<file path="src/rtl/ring_cons_pkg.sv">
package ring_cons_pkg;
   // fetch sequencer states
   typedef enum logic [1:0] {
      FS_IDLE  = 2'd0,
      FS_REQ   = 2'd1,
      FS_WAIT  = 2'd2,
      FS_OFFER = 2'd3
   } fetch_state_e;
endpackage

</file>
<file path="src/rtl/ring_occ.sv">
// Occupancy of a pointer relative to the read pointer, plus a ring range test.
module ring_occ #(
   parameter int AW = 16
) (
   input  logic [AW-1:0] base_i,
   input  logic [AW-1:0] len_i,
   input  logic [AW-1:0] rp_i,
   input  logic [AW-1:0] ptr_i,
   output logic [AW-1:0] occ_o,
   output logic          in_ring_o
);
   logic [AW-1:0] off_p;
   logic [AW-1:0] off_r;

   always_comb begin
      off_p     = ptr_i - base_i;
      off_r     = rp_i - base_i;
      in_ring_o = (ptr_i >= base_i) && (off_p < len_i);
      if (off_p >= off_r) occ_o = off_p - off_r;
      else                occ_o = off_p + len_i - off_r;
   end
endmodule

</file>
<file path="src/rtl/ring_adv.sv">
// Next descriptor address with wrap back to the base.
module ring_adv #(
   parameter int AW = 16
) (
   input  logic [AW-1:0] base_i,
   input  logic [AW-1:0] len_i,
   input  logic [AW-1:0] ptr_i,
   output logic [AW-1:0] nxt_o
);
   logic [AW-1:0] inc;
   logic [AW-1:0] lim;

   always_comb begin
      inc   = ptr_i + AW'(1);
      lim   = base_i + len_i;
      nxt_o = (inc == lim) ? base_i : inc;
   end
endmodule

</file>
<file path="src/rtl/ring_db_judge.sv">
// Decides whether a doorbell pointer is consistent with the ring.
module ring_db_judge #(
   parameter int AW = 16
) (
   input  logic          db_valid_i,
   input  logic          ctx_ok_i,
   input  logic          ctx_load_i,
   input  logic          in_ring_i,
   input  logic [AW-1:0] occ_new_i,
   input  logic [AW-1:0] occ_cur_i,
   output logic          take_o,
   output logic          drop_o
);
   always_comb begin
      take_o = db_valid_i && !ctx_load_i && ctx_ok_i && in_ring_i &&
               (occ_new_i >= occ_cur_i);
      drop_o = db_valid_i && !take_o;
   end
endmodule

</file>
<file path="src/rtl/ring_fetch_fsm.sv">
// One-at-a-time descriptor fetch and downstream offer.
module ring_fetch_fsm
   import ring_cons_pkg::*;
#(
   parameter int DW = 64
) (
   input  logic          clk,
   input  logic          rst_n,
   input  logic          abort_i,
   input  logic          work_i,
   input  logic          req_ready_i,
   input  logic          rsp_valid_i,
   input  logic [DW-1:0] rsp_data_i,
   input  logic          desc_ready_i,
   output logic          req_valid_o,
   output logic          desc_valid_o,
   output logic [DW-1:0] desc_data_o,
   output logic          adv_o
);
   fetch_state_e  st_q;
   logic [DW-1:0] data_q;

   always_ff @(posedge clk) begin
      if (!rst_n) begin
         st_q   <= FS_IDLE;
         data_q <= '0;
      end else if (abort_i) begin
         st_q <= FS_IDLE;
      end else begin
         case (st_q)
            FS_IDLE:  if (work_i) st_q <= FS_REQ;
            FS_REQ:   if (req_ready_i) st_q <= FS_WAIT;
            FS_WAIT:  if (rsp_valid_i) begin
                         data_q <= rsp_data_i;
                         st_q   <= FS_OFFER;
                      end
            FS_OFFER: if (desc_ready_i) st_q <= FS_IDLE;
            default:  st_q <= FS_IDLE;
         endcase
      end
   end

   assign req_valid_o  = (st_q == FS_REQ);
   assign desc_valid_o = (st_q == FS_OFFER);
   assign desc_data_o  = data_q;
   assign adv_o        = (st_q == FS_OFFER) && desc_ready_i;
endmodule

</file>
<file path="src/rtl/ring_xfer_consumer.sv">
// Doorbell-driven consumer of one host-resident descriptor ring.
module ring_xfer_consumer #(
   parameter int AW = 16,
   parameter int LW = 8,
   parameter int DW = 64
) (
   input  logic          clk,
   input  logic          rst_n,
   input  logic          ctx_load,
   input  logic [AW-1:0] ctx_base,
   input  logic [LW-1:0] ctx_len,
   input  logic [AW-1:0] ctx_rp,
   input  logic [AW-1:0] ctx_wp,
   input  logic          ctx_dir,
   input  logic          db_valid,
   input  logic [AW-1:0] db_wp,
   output logic          rd_req_valid,
   input  logic          rd_req_ready,
   output logic [AW-1:0] rd_req_addr,
   input  logic          rd_rsp_valid,
   input  logic [DW-1:0] rd_rsp_data,
   output logic          desc_valid,
   input  logic          desc_ready,
   output logic [DW-1:0] desc_data,
   output logic          desc_dir,
   output logic          db_err,
   output logic [AW-1:0] rp_out,
   output logic [AW-1:0] wp_out
);
   localparam int NOCC = 2;   // occupancy units: cached wp, doorbell wp
   localparam int PADW = AW - LW;

   if (LW < 2)   begin : g_bad_lw  $error("LW must be at least 2"); end
   if (LW >= AW) begin : g_bad_aw  $error("AW must exceed LW"); end
   if (DW < 1)   begin : g_bad_dw  $error("DW must be positive"); end

   logic [AW-1:0] base_q, rp_q, wp_q;
   logic [LW-1:0] len_q;
   logic          dir_q, ok_q, err_q;
   logic [AW-1:0] len_x;
   logic [AW-1:0] rp_nxt;
   logic [AW-1:0] occ_ptr [NOCC];
   logic [AW-1:0] occ_val [NOCC];
   logic          in_ring [NOCC];
   logic          db_take, db_drop, work, adv;

   assign len_x      = {{PADW{1'b0}}, len_q};
   assign occ_ptr[0] = wp_q;
   assign occ_ptr[1] = db_wp;

   for (genvar g = 0; g < NOCC; g++) begin : g_occ
      ring_occ #(.AW(AW)) u_occ (
         .base_i   (base_q),
         .len_i    (len_x),
         .rp_i     (rp_q),
         .ptr_i    (occ_ptr[g]),
         .occ_o    (occ_val[g]),
         .in_ring_o(in_ring[g])
      );
   end

   ring_adv #(.AW(AW)) u_adv (
      .base_i(base_q),
      .len_i (len_x),
      .ptr_i (rp_q),
      .nxt_o (rp_nxt)
   );

   ring_db_judge #(.AW(AW)) u_judge (
      .db_valid_i(db_valid),
      .ctx_ok_i  (ok_q),
      .ctx_load_i(ctx_load),
      .in_ring_i (in_ring[1]),
      .occ_new_i (occ_val[1]),
      .occ_cur_i (occ_val[0]),
      .take_o    (db_take),
      .drop_o    (db_drop)
   );

   assign work = ok_q && in_ring[0] && (occ_val[0] != '0);

   ring_fetch_fsm #(.DW(DW)) u_fsm (
      .clk         (clk),
      .rst_n       (rst_n),
      .abort_i     (ctx_load),
      .work_i      (work),
      .req_ready_i (rd_req_ready),
      .rsp_valid_i (rd_rsp_valid),
      .rsp_data_i  (rd_rsp_data),
      .desc_ready_i(desc_ready),
      .req_valid_o (rd_req_valid),
      .desc_valid_o(desc_valid),
      .desc_data_o (desc_data),
      .adv_o       (adv)
   );

   always_ff @(posedge clk) begin
      if (!rst_n) begin
         base_q <= '0;
         len_q  <= '0;
         rp_q   <= '0;
         wp_q   <= '0;
         dir_q  <= 1'b0;
         ok_q   <= 1'b0;
         err_q  <= 1'b0;
      end else begin
         err_q <= db_drop;
         if (ctx_load) begin
            base_q <= ctx_base;
            len_q  <= ctx_len;
            rp_q   <= ctx_rp;
            wp_q   <= ctx_wp;
            dir_q  <= ctx_dir;
            ok_q   <= 1'b1;
         end else begin
            if (adv)     rp_q <= rp_nxt;
            if (db_take) wp_q <= db_wp;
         end
      end
   end

   assign rd_req_addr = rp_q;
   assign desc_dir    = dir_q;
   assign db_err      = err_q;
   assign rp_out      = rp_q;
   assign wp_out      = wp_q;
endmodule

</file>
<file path="config.mk">
export PLATFORM = sky130hd
export DESIGN_NAME = ring_xfer_consumer
export DESIGN_NICKNAME = d
export VERILOG_FILES = /design/src/rtl/ring_cons_pkg.sv /design/src/rtl/ring_occ.sv /design/src/rtl/ring_adv.sv /design/src/rtl/ring_db_judge.sv /design/src/rtl/ring_fetch_fsm.sv /design/src/rtl/ring_xfer_consumer.sv
export SDC_FILE = /design/constraint.sdc
export NUM_CORES = 1
export LEC_CHECK = 0
export CAP_MARGIN = 5
export CORE_MARGIN = 2
export CORE_UTILIZATION = 40
export CTS_CLUSTER_SIZE = 24
export DETAILED_ROUTE_END_ITERATION = 8
export PLACE_DENSITY_LB_ADDON = 0.1
export SLEW_MARGIN = 20
export SYNTH_ARGS = -nofsm -noshare
export SYNTH_HDL_FRONTEND = slang
export SYNTH_HIERARCHICAL = 1
export SYNTH_SLANG_ARGS = --single-unit
</file>
<file path="constraint.sdc">
create_clock -name clk -period 8.4 [get_ports clk]
set_input_delay 1.68 -clock clk [delete_from_list [all_inputs] [get_ports clk]]
set_output_delay 1.68 -clock clk [all_outputs]
set_load 0.05 [all_outputs]
</file>
==> results of run 1 <==
where the power goes:
| group | leakage [nW] | switching (mW) | total [mW] | internal [mW] |
|---|---|---|---|---|
| combinational | 6.92 | 2.27 | 3.96 | 1.70 |
| clock | 0.272 | 0.343 | 0.740 | 0.397 |
| sequential | 1.02 | 0.0556 | 0.669 | 0.614 |
| total | 8.21 | 2.67 | 5.37 | 2.71 |
per-stage QoR:
| stage | instances | setup TNS, ns |
|---|---|---|
| finish | 2648 | 0 |
| global route | 2645 | 0 |
| CTS | 2643 | 0 |
| detailed placement | 2611 | -0.744 |
| global placement | 2611 | 0 |
| floorplan | 1875 | 0 |
placed cells by master, fill, tap and decap left out, types with 20 or more instances in the layout:
cell type,count
sky130_fd_sc_hd__mux2_4,22
sky130_fd_sc_hd__mux2i_1,42
sky130_fd_sc_hd__a21oi_1,94
sky130_fd_sc_hd__nor3_1,35
sky130_fd_sc_hd__xor2_1,50
sky130_fd_sc_hd__dfxtp_1,125
sky130_fd_sc_hd__fa_1,31
sky130_fd_sc_hd__nor2b_1,41
sky130_fd_sc_hd__o21a_1,30
sky130_fd_sc_hd__nand2b_1,35
sky130_fd_sc_hd__mux2_2,20
sky130_fd_sc_hd__o21ai_0,59
sky130_fd_sc_hd__buf_4,40
sky130_fd_sc_hd__inv_1,181
sky130_fd_sc_hd__nor2_1,75
sky130_fd_sc_hd__ha_1,188
sky130_fd_sc_hd__o211a_1,36
sky130_fd_sc_hd__conb_1,37
sky130_fd_sc_hd__xnor2_1,97
sky130_fd_sc_hd__nand2_1,190
sky130_fd_sc_hd__a21boi_2,60
sky130_fd_sc_hd__clkdlybuf4s50_1,257
sky130_fd_sc_hd__a21o_1,39
worst register-to-register path, delay by kind of cell, from the launching register on:
family | cells | cell delay, ns
flip-flops | 1 | 0.58
adder cells (fa/ha/maj) | 5 | 1.62
buffers and inverters | 4 | 0.45
AND/OR/NAND/NOR | 2 | 0.58
XOR/XNOR | 1 | 0.15
AO/OA/AOI/OAI | 16 | 3.67
multiplexers | 1 | 0.30
layer usage:
metal | vias to the layer above | part of all wire | GRT usage
met5 | - | 0.00043 | 0
met2 | 436 | 0.46 | 0.428
met3 | 78 | 0.071 | 0.0620
li1 | 6999 | - | -
met1 | 6610 | 0.43 | 0.320
met4 | 4 | 0.032 | 0.0968
synthesized netlist by cell type, types with 39 or more instances:
library cell | n | area share
sky130_fd_sc_hd__xnor2_1 | 97 | 0.055
sky130_fd_sc_hd__a21o_1 | 39 | 0.019
sky130_fd_sc_hd__inv_1 | 181 | 0.044
sky130_fd_sc_hd__a21boi_2 | 60 | 0.044
sky130_fd_sc_hd__xor2_1 | 50 | 0.028
sky130_fd_sc_hd__a21oi_1 | 98 | 0.032
sky130_fd_sc_hd__o21ai_0 | 59 | 0.019
sky130_fd_sc_hd__ha_1 | 188 | 0.15
sky130_fd_sc_hd__nor2_1 | 75 | 0.018
sky130_fd_sc_hd__dfxtp_1 | 125 | 0.16
sky130_fd_sc_hd__nor2b_1 | 41 | 0.017
sky130_fd_sc_hd__mux2i_1 | 42 | 0.027
sky130_fd_sc_hd__nand2_1 | 190 | 0.046
how the worst max path moves through the flow:
stage | start | to | slack, ns
after detailed placement | db_wp[0] | wp_out[0] | -0.08
after CTS | db_wp[0] | wp_out[15] | 0.37
final | db_wp[0] | wp_out[9] | 0.24
after global routing | db_wp[0] | wp_out[3] | 0.02
after floorplan | db_wp[0] | wp_out[10] | 0.80
after global placement | db_wp[0] | wp_out[5] | 0.01
flip-flops by register name (all words and copies together) (netlist names):
register	cells
base_q	16
db_err	1
desc_dir	1
len_q	8
ok_q	1
rd_req_addr	16
u_fsm/desc_data_o	64
u_fsm/st_q	2
wp_out	16
final cells by class:
| type | count | area (um^2) | area share |
|---|---|---|---|
| multi-input combinational | 1497 | 11900 | 0.619 |
| timing repair buffer | 299 | 2910 | 0.152 |
| sequential | 125 | 2500 | 0.130 |
| inverter | 181 | 679 | 0.0354 |
| antenna | 3 | 7.51 | 0.000391 |
| clock buffer | 18 | 439 | 0.0229 |
| tap | 511 | 639 | 0.0333 |
| clock inverter | 14 | 125 | 0.00652 |
logic make-up (layout without fill, tap and decap cells):
family                     Yosys count  in the layout
buffers and inverters              253            512
AOI/OAI and AO/OA                  479            479
adders and majority gates          225            225
other                                1             40
muxes                               84             84
and+or+nand+nor                    523            523
xor gates and xnor gates           149            149
DFF                                125            125
what timing repair did:
action | CTS | global route
endpoints found under the setup margin | 0 | 16
hold buffers | 0 | 0
gates resized for setup | 0 | 5
setup buffers | 0 | 2
==> metrics list, run 1 <==
- Setup slack, reg-to-reg: 0.92 ns
- Pins over their slew limit: 0
* Final Skew: 0.0133 ns
- Data arrival at the endpoint of the critical path: 8.48 ns
- Routed wire length per instance: 20.0 um
* Total design power: 5.37 mW
* Critical path depth: 32
* Origin of the critical flop-to-flop path: base_q[0]
- Actual slew at the worst max-slew pin: 0.958 ns
- In this design, the largest share of critical-path delay is due to compound AO/OA/AOI/OAI gates.
* Share of flip-flops with an asynchronous set or reset after synthesis: 0
- Static Leak: 8.21 nW
- Fraction of final layout cells with drive strength greater than 1: 0.116
* Total power divided by cell area: 280 mW/mm^2
* Cts bufs inserted: 17
- Primary flip-flop cell chosen by synthesis mapping: sky130_fd_sc_hd__dfxtp_1
- After the first detailed-routing iteration, the DRC count stood at 832.
* Compound-gate portion of the synthesized area: 0.239
- The first detailed-routing pass took 6 iterations.
* Run status: complete, no violations
* Buffer and inverter count on the worst path: 8
- Area Growth Syn to Fin: 24.1%
- Counting every instance in the synthesized netlist gives 1839.
- Placed Area: 0.0186 mm^2
- After clock tree synthesis, the clock-pin slew on the worst setup and hold paths is 0.07 ns.
* WHS: 0.459 ns
- In this run the core area contains 71 standard-cell rows.
* Number of distinct library cells after synthesis: 105
* Combined global-route utilization of all metal layers: 0.257
* Multiplexer share of the synthesized area: 0.0632
- The cell sitting at the root of the clock tree is a sky130_fd_sc_hd__clkbuf_16.
* Max_cap viols: 0
* Maximum ir drop on the vdd rail: 0.151 mV
* Sequential area share after synthesis: 0.162
* Number of DRC violations after detailed routing: 0
- Area share of xor/xnor cells in the synthesized design: 0.0862
- In this run the tool buffered the top-level ports with 259 buffer cells.
- Routability-driven placement finished with a final weighted congestion of 0.925.
- Overall die width: 201 um
* Effective utilization at floorplan: 0.408
- Combinational family with the most area after synthesis: compound AO/OA/AOI/OAI gates
- In this run the worst path has a maximum fanout of 16.
- Final worst path period need: 8.16 ns
* Level count of the clock H-tree: 4
- Largest net degree at the start of global routing: 100
- Worst reg2reg path depth: 29
- Syn avg cell area: 8.40 um^2
- In the routed layout, each cell is associated on average with a via count of 5.33.
- Final hold vios: 0
- EDFF count, synth: 0
- GRT Residual Overflow: 0
- STA classifies the critical path startpoint as an input pin.
* Critical-path top delay cell: sky130_fd_sc_hd__or4b_2
- The path with the worst hold slack has its endpoint at u_fsm/desc_data_o[15].
- Number of antenna violations at the first check in global routing: 4
* Vias in the first global route: 13.6k
- 260 I/O pins were placed.
- Clock tree from TritonCTS: built
- The first global-routing pass estimated 79400 um of wire.
- Post-synthesis share of cell area spent on and, or, nand and nor gates: 0.174
* Achievable Freq: 0.123 GHz
* Hold crit path type: reg2reg
- Final setup violation count: 0
- The core region is 0.0378 mm^2.
- Fin area: 0.0192 mm^2
- Number of vias after detailed routing: 14.1k
- Counting along the longest clock path gives a buffer depth of 2.
- Dividing the final minimum period by the clock period gives 0.971.
- Unrepaired setup endpoints after global routing: no
* Height of the die: 201 um
- The count of nets left with antenna violations once routing finished came out at 0.
* Post-Synthesis Cell Area: 0.0154 mm^2
- Clock insertion delay at the later pin of the skew report: 0.45 ns
* Die outline area: 0.0402 mm^2
* Final core utilization: 0.507
- Number of cells on the worst hold path: 2
- Fill cells in the final layout number 3747.
- Among the stages of the critical path, the cell type that occurs most often is sky130_fd_sc_hd__inv_1.
* Critical Path Sink Type: flop
- In this run the tightest slew margin relative to its limit is 0.361.
- Post-synthesis adder-cell area fraction: 0.197
- The routed design has 53000 um of wire.
* Register bit total from synthesis: 125
* Number of warning messages in the yosys log: 6
* Kind of critical path: in2reg
- Endpoint of the lowest-slack register-to-register path: wp_out[9]
- Hold path start: u_fsm/desc_data_o[15]
* Post-placement worst setup slack: -0.0770 ns
- Critical path's largest stage delay: 0.60 ns
- For the worst setup path, the data required time is 8.73 ns.
* Sink Count: 125
- The final layout contains 2484 nets.
- The worst path meets setup with 0.244 ns of slack.
- The wire-length estimate of the detail-placed layout is 42900 um.
Note: power is estimated with default switching activity, not from simulation.
==> run 2, diff against run 1 <==
==> constraint.sdc (replaced) <==
create_clock -name clk -period 7.98 [get_ports clk]
set_input_delay 1.596 -clock clk [delete_from_list [all_inputs] [get_ports clk]]
set_output_delay 1.596 -clock clk [all_outputs]
set_load 0.05 [all_outputs]
==> run 2 against run 1 <==
  * Critical path depth rose by 2
  * Setup slack improved by 0.022 ns
  * Die area stayed put
  * Highest routed layer unchanged
  * Sequential power increased by 5.7%
  * Critical endpoint is now wp_out[12]
  * Largest cell class unchanged
==> metrics list, run 2 (synthesized netlist as in run 1, its figures left out) <==
- Run status: complete, no violations
- Final worst slack: 0.266 ns (+0.0219 ns)
* Remaining antenna violation count after routing: 0 (unchanged)
- Clock edge transition at the registers on the reported setup and hold paths: 0.06 ns (about the same)
* Peak fanout along the critical path: 5 (-11)
- Routed wire length per instance: 19.9 um (-0.78%)
- Max-slew headroom at the worst pin: 0.349 (-0.0127)
* Area inside the core boundary: 0.0378 mm^2 (unchanged)
- Initial DRC Count: 976 (+17%)
- Most common cell after layout, fill and taps aside: sky130_fd_sc_hd__clkdlybuf4s50_1
- Level count of the clock H-tree: 4 (unchanged)
- CTS Root Buffer Type: sky130_fd_sc_hd__clkbuf_16
- Post-placement worst setup slack: -0.518 ns (-0.441 ns)
- WHS: 0.460 ns (+0.000974 ns)
- The cts-stage hold buffer count was 0 (unchanged).
* Max_cap viols: 0 (unchanged)
* Data arrival at the endpoint of the critical path: 8.04 ns (-0.44 ns)
- The area of the die is 0.0402 mm^2 (unchanged).
* Worst reg2reg path depth: 30 (+3.4%)
- The TritonCTS sink count was 125 (unchanged).
* Fin crit share: 0.967
* First-pass iteration count of the detailed router: 5 (-1)
- The maximum buffer depth of the clock tree was 2 (unchanged).
- The DRC violation count after routing is 0 (unchanged).
- Final Skew: 0.0118 ns (-0.00149 ns)
- The static leakage is 8.54 nW (+3.9%).
- Area Growth Syn to Fin: 27.5%
* Kind of critical path: in2reg
- Pins over their slew limit: 0 (unchanged)
- Post-route insts no fill: 2708 (+2.3%)
- Kind of start point of the critical path: input pin
* Number of I/O pins: 260 (unchanged)
* Number of antenna violations at the first check in global routing: 4 (unchanged)
- The post-route setup TNS is 0 ns (unchanged).
- Clock tree from TritonCTS: built
- The number of port buffers came to 259 (unchanged).
* Detailed-route wire length: 53800 um (+1.5%)
- The vertical extent of the die came to 201 um (unchanged).
* Vias per Instance: 5.26 (-1.3%)
* Achievable Freq: 0.130 GHz
- Wire length of the first global-routing pass: 81300 um (+2.5%)
* Final hold vios: 0 (unchanged)
* Vias in the first global route: 14.1k (+3.6%)
* Critical-path top delay cell: sky130_fd_sc_hd__fa_1
- Required time at the endpoint of the critical path: 8.30 ns (-0.43 ns)
- The final net count was 2546 (+2.5%).
- The placed instance count is 2674 (+2.4%).
- The fraction of final layout cells with drive strength greater than 1 was 0.142 (+0.0263).
- The depth of the worst hold-timing path was 2 (unchanged).
- By instance count, the cell type seen most on the critical path is sky130_fd_sc_hd__inv_1.
* Number of vias after detailed routing: 14.3k (+0.92%)
* GRT Residual Overflow: 0 (unchanged)
- The worst setup path is captured at a flop.
- The power per unit of standard cell area came to 302 mW/mm^2 (+7.9%).
* Number of flip-flops under the largest register name: 64 (unchanged)
- The starting density of the core came to 0.408 (unchanged).
- Actual slew at the worst max-slew pin: 0.977 ns (+0.0191 ns)
- In this run the worst hold path is classified as reg2reg.
* Critical path's largest stage delay: 0.50 ns (-0.10 ns)
- Final estimated routing congestion in global placement: 0.923 (-0.22%)
* Final worst path period need: 7.71 ns
- HPWL after detailed placement: 43400 um (+1.3%)
* Fill count: 3726 (-0.56%)
- The overall die width is 201 um (unchanged).
- The total clock buffers created by CTS came to 17 (unchanged).
* Number of placement rows: 71 (unchanged)
- The global-route usage over all layers is 0.263 (+0.00598).
- The clock latency on the worst-skew pair was 0.44 ns (about the same).
- Placed Area: 0.0190 mm^2 (+2.5%)
* Top library cells by usage in the layout, fill and taps aside: sky130_fd_sc_hd__clkdlybuf4s50_1, sky130_fd_sc_hd__nand2_1, sky130_fd_sc_hd__ha_1, sky130_fd_sc_hd__inv_1, sky130_fd_sc_hd__dfxtp_1
* Fin area: 0.0197 mm^2 (+2.7%)
- The largest net degree at the start of global routing came to 95 (-5.0%).
- The number of endpoints failing setup at the final stage came to 0 (unchanged).
- Maximum ir drop on the vdd rail: 0.217 mV (+43%)
==> run 2: cell types whose count changed in the layout (fill, tap and decap cells not counted), moves of 2 or more <==
cell | previous run | this run
sky130_fd_sc_hd__buf_4 | 40 | 103
sky130_fd_sc_hd__clkinv_4 | 2 | 5
sky130_fd_sc_hd__clkinvlp_4 | 3 | 0
sky130_fd_sc_hd__diode_2 | 3 | 1
sky130_fd_sc_hd__ha_1 | 188 | 186
sky130_fd_sc_hd__ha_4 | 0 | 2
sky130_fd_sc_hd__inv_8 | 4 | 2
sky130_fd_sc_hd__o21ai_0 | 59 | 57
==> run 2: critical path, delay by kind of cell <==
family / cells / cell delay, ns
multiplexers: 2 / 0.64
AND/OR/NAND/NOR: 7 / 1.09
AO/OA/AOI/OAI: 11 / 1.76
XOR/XNOR: 2 / 0.40
buffers and inverters: 7 / 1.00
adder cells (fa/ha/maj): 5 / 1.53
==> run 2: final timing paths <==
path / from / end / slack [ns]
hold reg to reg: u_fsm/desc_data_o[58] / u_fsm/desc_data_o[58] / 0.46
setup reg to reg: base_q[0] / wp_out[15] / 0.71
setup / recovery: db_wp[0] / wp_out[12] / 0.27
hold / removal: u_fsm/desc_data_o[58] / u_fsm/desc_data_o[58] / 0.46
==> run 2: metal layers <==
layer | wire length [um] | vias to the layer above | GRT usage | share of wire
met3 | 3860 | 77 | 0.0690 | 0.072
li1 | - | 7132 | - | -
met4 | 1690 | 6 | 0.0937 | 0.031
met5 | 42 | - | 0 | 0.00078
met2 | 25100 | 391 | 0.444 | 0.47
met1 | 23100 | 6651 | 0.322 | 0.43
==> run 2: layout make-up <==
type / instances / area [um^2] / share of cell area
Clock inverter: 12 / 128 / 0.00648
Timing Repair Buffer: 361 / 3370 / 0.171
Antenna cell: 1 / 2.50 / 0.000127
Clock buffer: 20 / 457 / 0.0232
Multi-Input combinational cell: 1497 / 11900 / 0.605
Sequential cell: 125 / 2500 / 0.127
Tap cell: 511 / 639 / 0.0325
Inverter: 181 / 679 / 0.0345
==> run 2: per-stage QoR <==
step                power [mW]  utilization
global route              6.47        0.520
global placement          4.99        0.503
detailed placement        5.04        0.503
floorplan                 3.72            -
CTS                       5.88        0.518
finish                    5.95        0.520
==> run 2: what timing repair did <==
item / in CTS / in global routing
setup endpoints to repair: 16 / 16
pin swaps: 0 / 14
resized for setup: 1 / 13
gates cloned: 0 / 0
setup buffers: 0 / 1
==> run 2: power by group <==
| group | leakage, nW | switching (mW) | internal [mW] |
|---|---|---|---|
| Combinational | 7.23 | 2.44 | 2.01 |
| Sequential | 1.02 | 0.0607 | 0.646 |
| Clock | 0.289 | 0.343 | 0.455 |
| Total | 8.54 | 2.84 | 3.11 |
==> run 3, diff against run 2 <==
--- a/config.mk
+++ b/config.mk
@@ -6,6 +6,7 @@
 export NUM_CORES = 1
 export LEC_CHECK = 0
 export CAP_MARGIN = 5
+export CORE_ASPECT_RATIO = 2
 export CORE_MARGIN = 2
 export CORE_UTILIZATION = 40
 export CTS_CLUSTER_SIZE = 24
==> run 3 against run 2 <==
  * Via count up 2.9%
  * Total power up 3.7%
  * Combinational power up 5.6%
  * Non-clock buffer count up 27
  * Setup slack better by 0.22 ns
  * Core utilization up 0.46 points
  * Clock skew up 0.0020 ns
  * Sequential power down 0.8%
  * Clock power down 3.0%
  * Largest cell class unchanged
==> metrics list, run 3 (synthesized netlist as in run 1, its figures left out) <==
- Total design power: 6.18 mW (+3.7%)
* Static Leak: 8.67 nW (+1.6%)
- Maximum ir drop on the vdd rail: 0.177 mV (-18%)
* Max-slew headroom at the worst pin: 0.266 (-0.0826)
- The via count of the first global-routing pass is 15.6k (+10%).
- The required time reported for the critical path endpoint was 8.30 ns (about the same).
- Final worst path period need: 7.50 ns (-0.219 ns)
- The first-pass iteration count of the detailed router was 5 (unchanged).
* Die outline area: 0.0403 mm^2 (+0.24%)
- HPWL after detailed placement: 46400 um (+6.9%)
- Area inside the core boundary: 0.0380 mm^2 (+0.51%)
- Clock insertion delay at the later pin of the skew report: 0.44 ns (about the same)
- Hold crit path type: reg2reg
- Peak fanout along the critical path: 8 (+3)
* Clock edge transition at the registers on the reported setup and hold paths: 0.06 ns (about the same)
- Number of I/O pins: 260 (unchanged)
- Met1 track utilization from global routing: 0.243 (-0.0796)
- GRT Residual Overflow: 0 (unchanged)
- Routing layer with the top usage in global route: met2
- Run status: complete, no violations
- The slew at the pin closest to its max-slew limit was 1.10 ns (+0.124 ns).
- Routed wire length per instance: 20.3 um (+2.1%)
- The delay of the slowest cell on the worst path came to 0.59 ns (+0.09 ns).
- Kind of critical path: in2reg
- On the critical path, the stage with the largest delay is an instance of sky130_fd_sc_hd__or4b_2.
- Total power divided by cell area: 309 mW/mm^2 (+2.3%)
- Effective utilization at floorplan: 0.406 (-0.00208)
* Number of antenna violations at the first check in global routing: 0 (-4)
- The fraction of final layout cells with drive strength greater than 1 is 0.158 (+0.0158).
* Met2 track utilization from global routing: 0.550 (+0.107)
* Height of the die: 282 um (+41%)
- The starting DRC count in detailed routing came to 561 (-43%).
* Combined global-route utilization of all metal layers: 0.274 (+0.0115)
- Area Growth Syn to Fin: 29.3%
- The routing usage on met3 is 0.0396 (-0.0294).
- The first-pass GRT wire length was 83800 um (+3.1%).
- CTS Root Buffer Type: sky130_fd_sc_hd__clkbuf_16
* Number of placement rows: 101 (+42%)
- Hold Buf Count CTS: 0 (unchanged)
- The number of vias after detailed routing is 14.7k (+2.9%).
- Cts bufs inserted: 17 (unchanged)
* Final Skew: 0.0139 ns (+0.00203 ns)
* Sink Count: 125 (unchanged)
- Critical Path Sink Type: flop
- The H-tree depth is 4 (unchanged).
- The number of endpoints failing setup at the final stage is 0 (unchanged).
* Pins over their slew limit: 0 (unchanged)
* Vias per Instance: 5.36 (+1.8%)
* Detailed-route wire length: 55500 um (+3.2%)
- The count of nets left with antenna violations after detail routing is 0 (unchanged).
- STA classifies the critical path startpoint as an input pin.
- Clock tree from TritonCTS: built
* Most common cell after layout, fill and taps aside: sky130_fd_sc_hd__clkdlybuf4s50_1
- The data arrival at the endpoint of the critical path was 7.81 ns (-0.23 ns).
- Final hold vios: 0 (unchanged)
- Leaving out fill and tap cells, the most frequent cells in the layout are sky130_fd_sc_hd__clkdlybuf4s50_1, sky130_fd_sc_hd__nand2_1, sky130_fd_sc_hd__ha_1, sky130_fd_sc_hd__inv_1, sky130_fd_sc_hd__buf_4.
- Final estimated routing congestion in global placement: 0.915 (-0.87%)
- The antenna diode count is 0 (-1).
- The overall die width came to 143 um (-29%).
- Fin area: 0.0200 mm^2 (+1.4%)
- Maximum root-to-sink buffer count: 2 (unchanged)
- The share of the clock period used by the worst path is 0.939 (-0.0274).
- The max capacitance violation total was 0 (unchanged).
* Number of DRC violations after detailed routing: 0 (unchanged)
* Total number of nets in the final design: 2573 (+1.1%)
- Unrepaired setup endpoints after global routing: no
* Placed Area: 0.0192 mm^2 (+1.0%)
* Achievable Freq: 0.133 GHz (+2.9%)
* Largest net degree at the start of global routing: 83 (-13%)
- The number of port buffers is 259 (unchanged).
- The number of flip-flops under the largest register name came to 64 (unchanged).
==> run 3: per-layer routing <==
metal | vias up | wire [um]
met5 | - | 0
met4 | 0 | 4200
met3 | 150 | 2280
met2 | 401 | 31000
met1 | 6949 | 18100
li1 | 7172 | -
==> run 3: timing repair <==
item                                    4_1_cts  5_1_grt
endpoints found under the hold margin         0        0
setup buffers                                 1        2
cloned                                        0        1
endpoints found under the setup margin       16       17
resized for setup                             6       23
pin swaps                                     6       22
==> run 3: power by group <==
group          leakage, nW  total (mW)  switching (mW)  internal (mW)
Clock                0.273       0.774           0.330          0.444
Sequential            1.02       0.701          0.0551          0.646
Combinational         7.38        4.70            2.56           2.14
Total                 8.67        6.18            2.94           3.23
==> run 3: path summary, 6_finish.rpt <==
check                                     startpoint                    to  slack, ns  cells after the start
worst max-delay path                        db_wp[7]            wp_out[13]       0.48                     30
worst min register to register  u_fsm/desc_data_o[1]  u_fsm/desc_data_o[1]       0.46                      2
worst max register to register             base_q[0]            wp_out[13]       0.60                     29
worst min-delay path            u_fsm/desc_data_o[1]  u_fsm/desc_data_o[1]       0.46                      2
==> run 3: through the flow <==
stage	worst slack (ns)	setup TNS, ns	hold WS (ns)	std cells	utilization
2_1_floorplan	0.459	0	0.449	1875	-
3_3_place_gp	-0.514	-7.99	0.453	2703	0.505
3_5_place_dp	-0.637	-9.77	0.458	2703	0.505
4_1_cts	0.0168	0	0.464	2736	0.521
5_1_grt	0.112	0	0.480	2738	0.525
6_report	0.485	0	0.462	2738	0.525
==> run 3: final cells by class <==
class	instances	area, um^2
Clock inverter	13	130
Sequential cell	125	2500
Multi-Input combinational cell	1497	12000
Fill cell	3661	18100
Tap cell	515	644
Clock buffer	19	443
Inverter	181	679
Timing Repair Buffer	388	3590
==> run 3: critical path, delay by kind of cell <==
kind / cells / cell delay, ns
XOR/XNOR: 1 / 0.20
AND/OR/NAND/NOR: 7 / 1.46
multiplexers: 2 / 0.44
buffers and inverters: 7 / 1.33
adder cells (fa/ha/maj): 4 / 1.37
AO/OA/AOI/OAI: 9 / 1.40
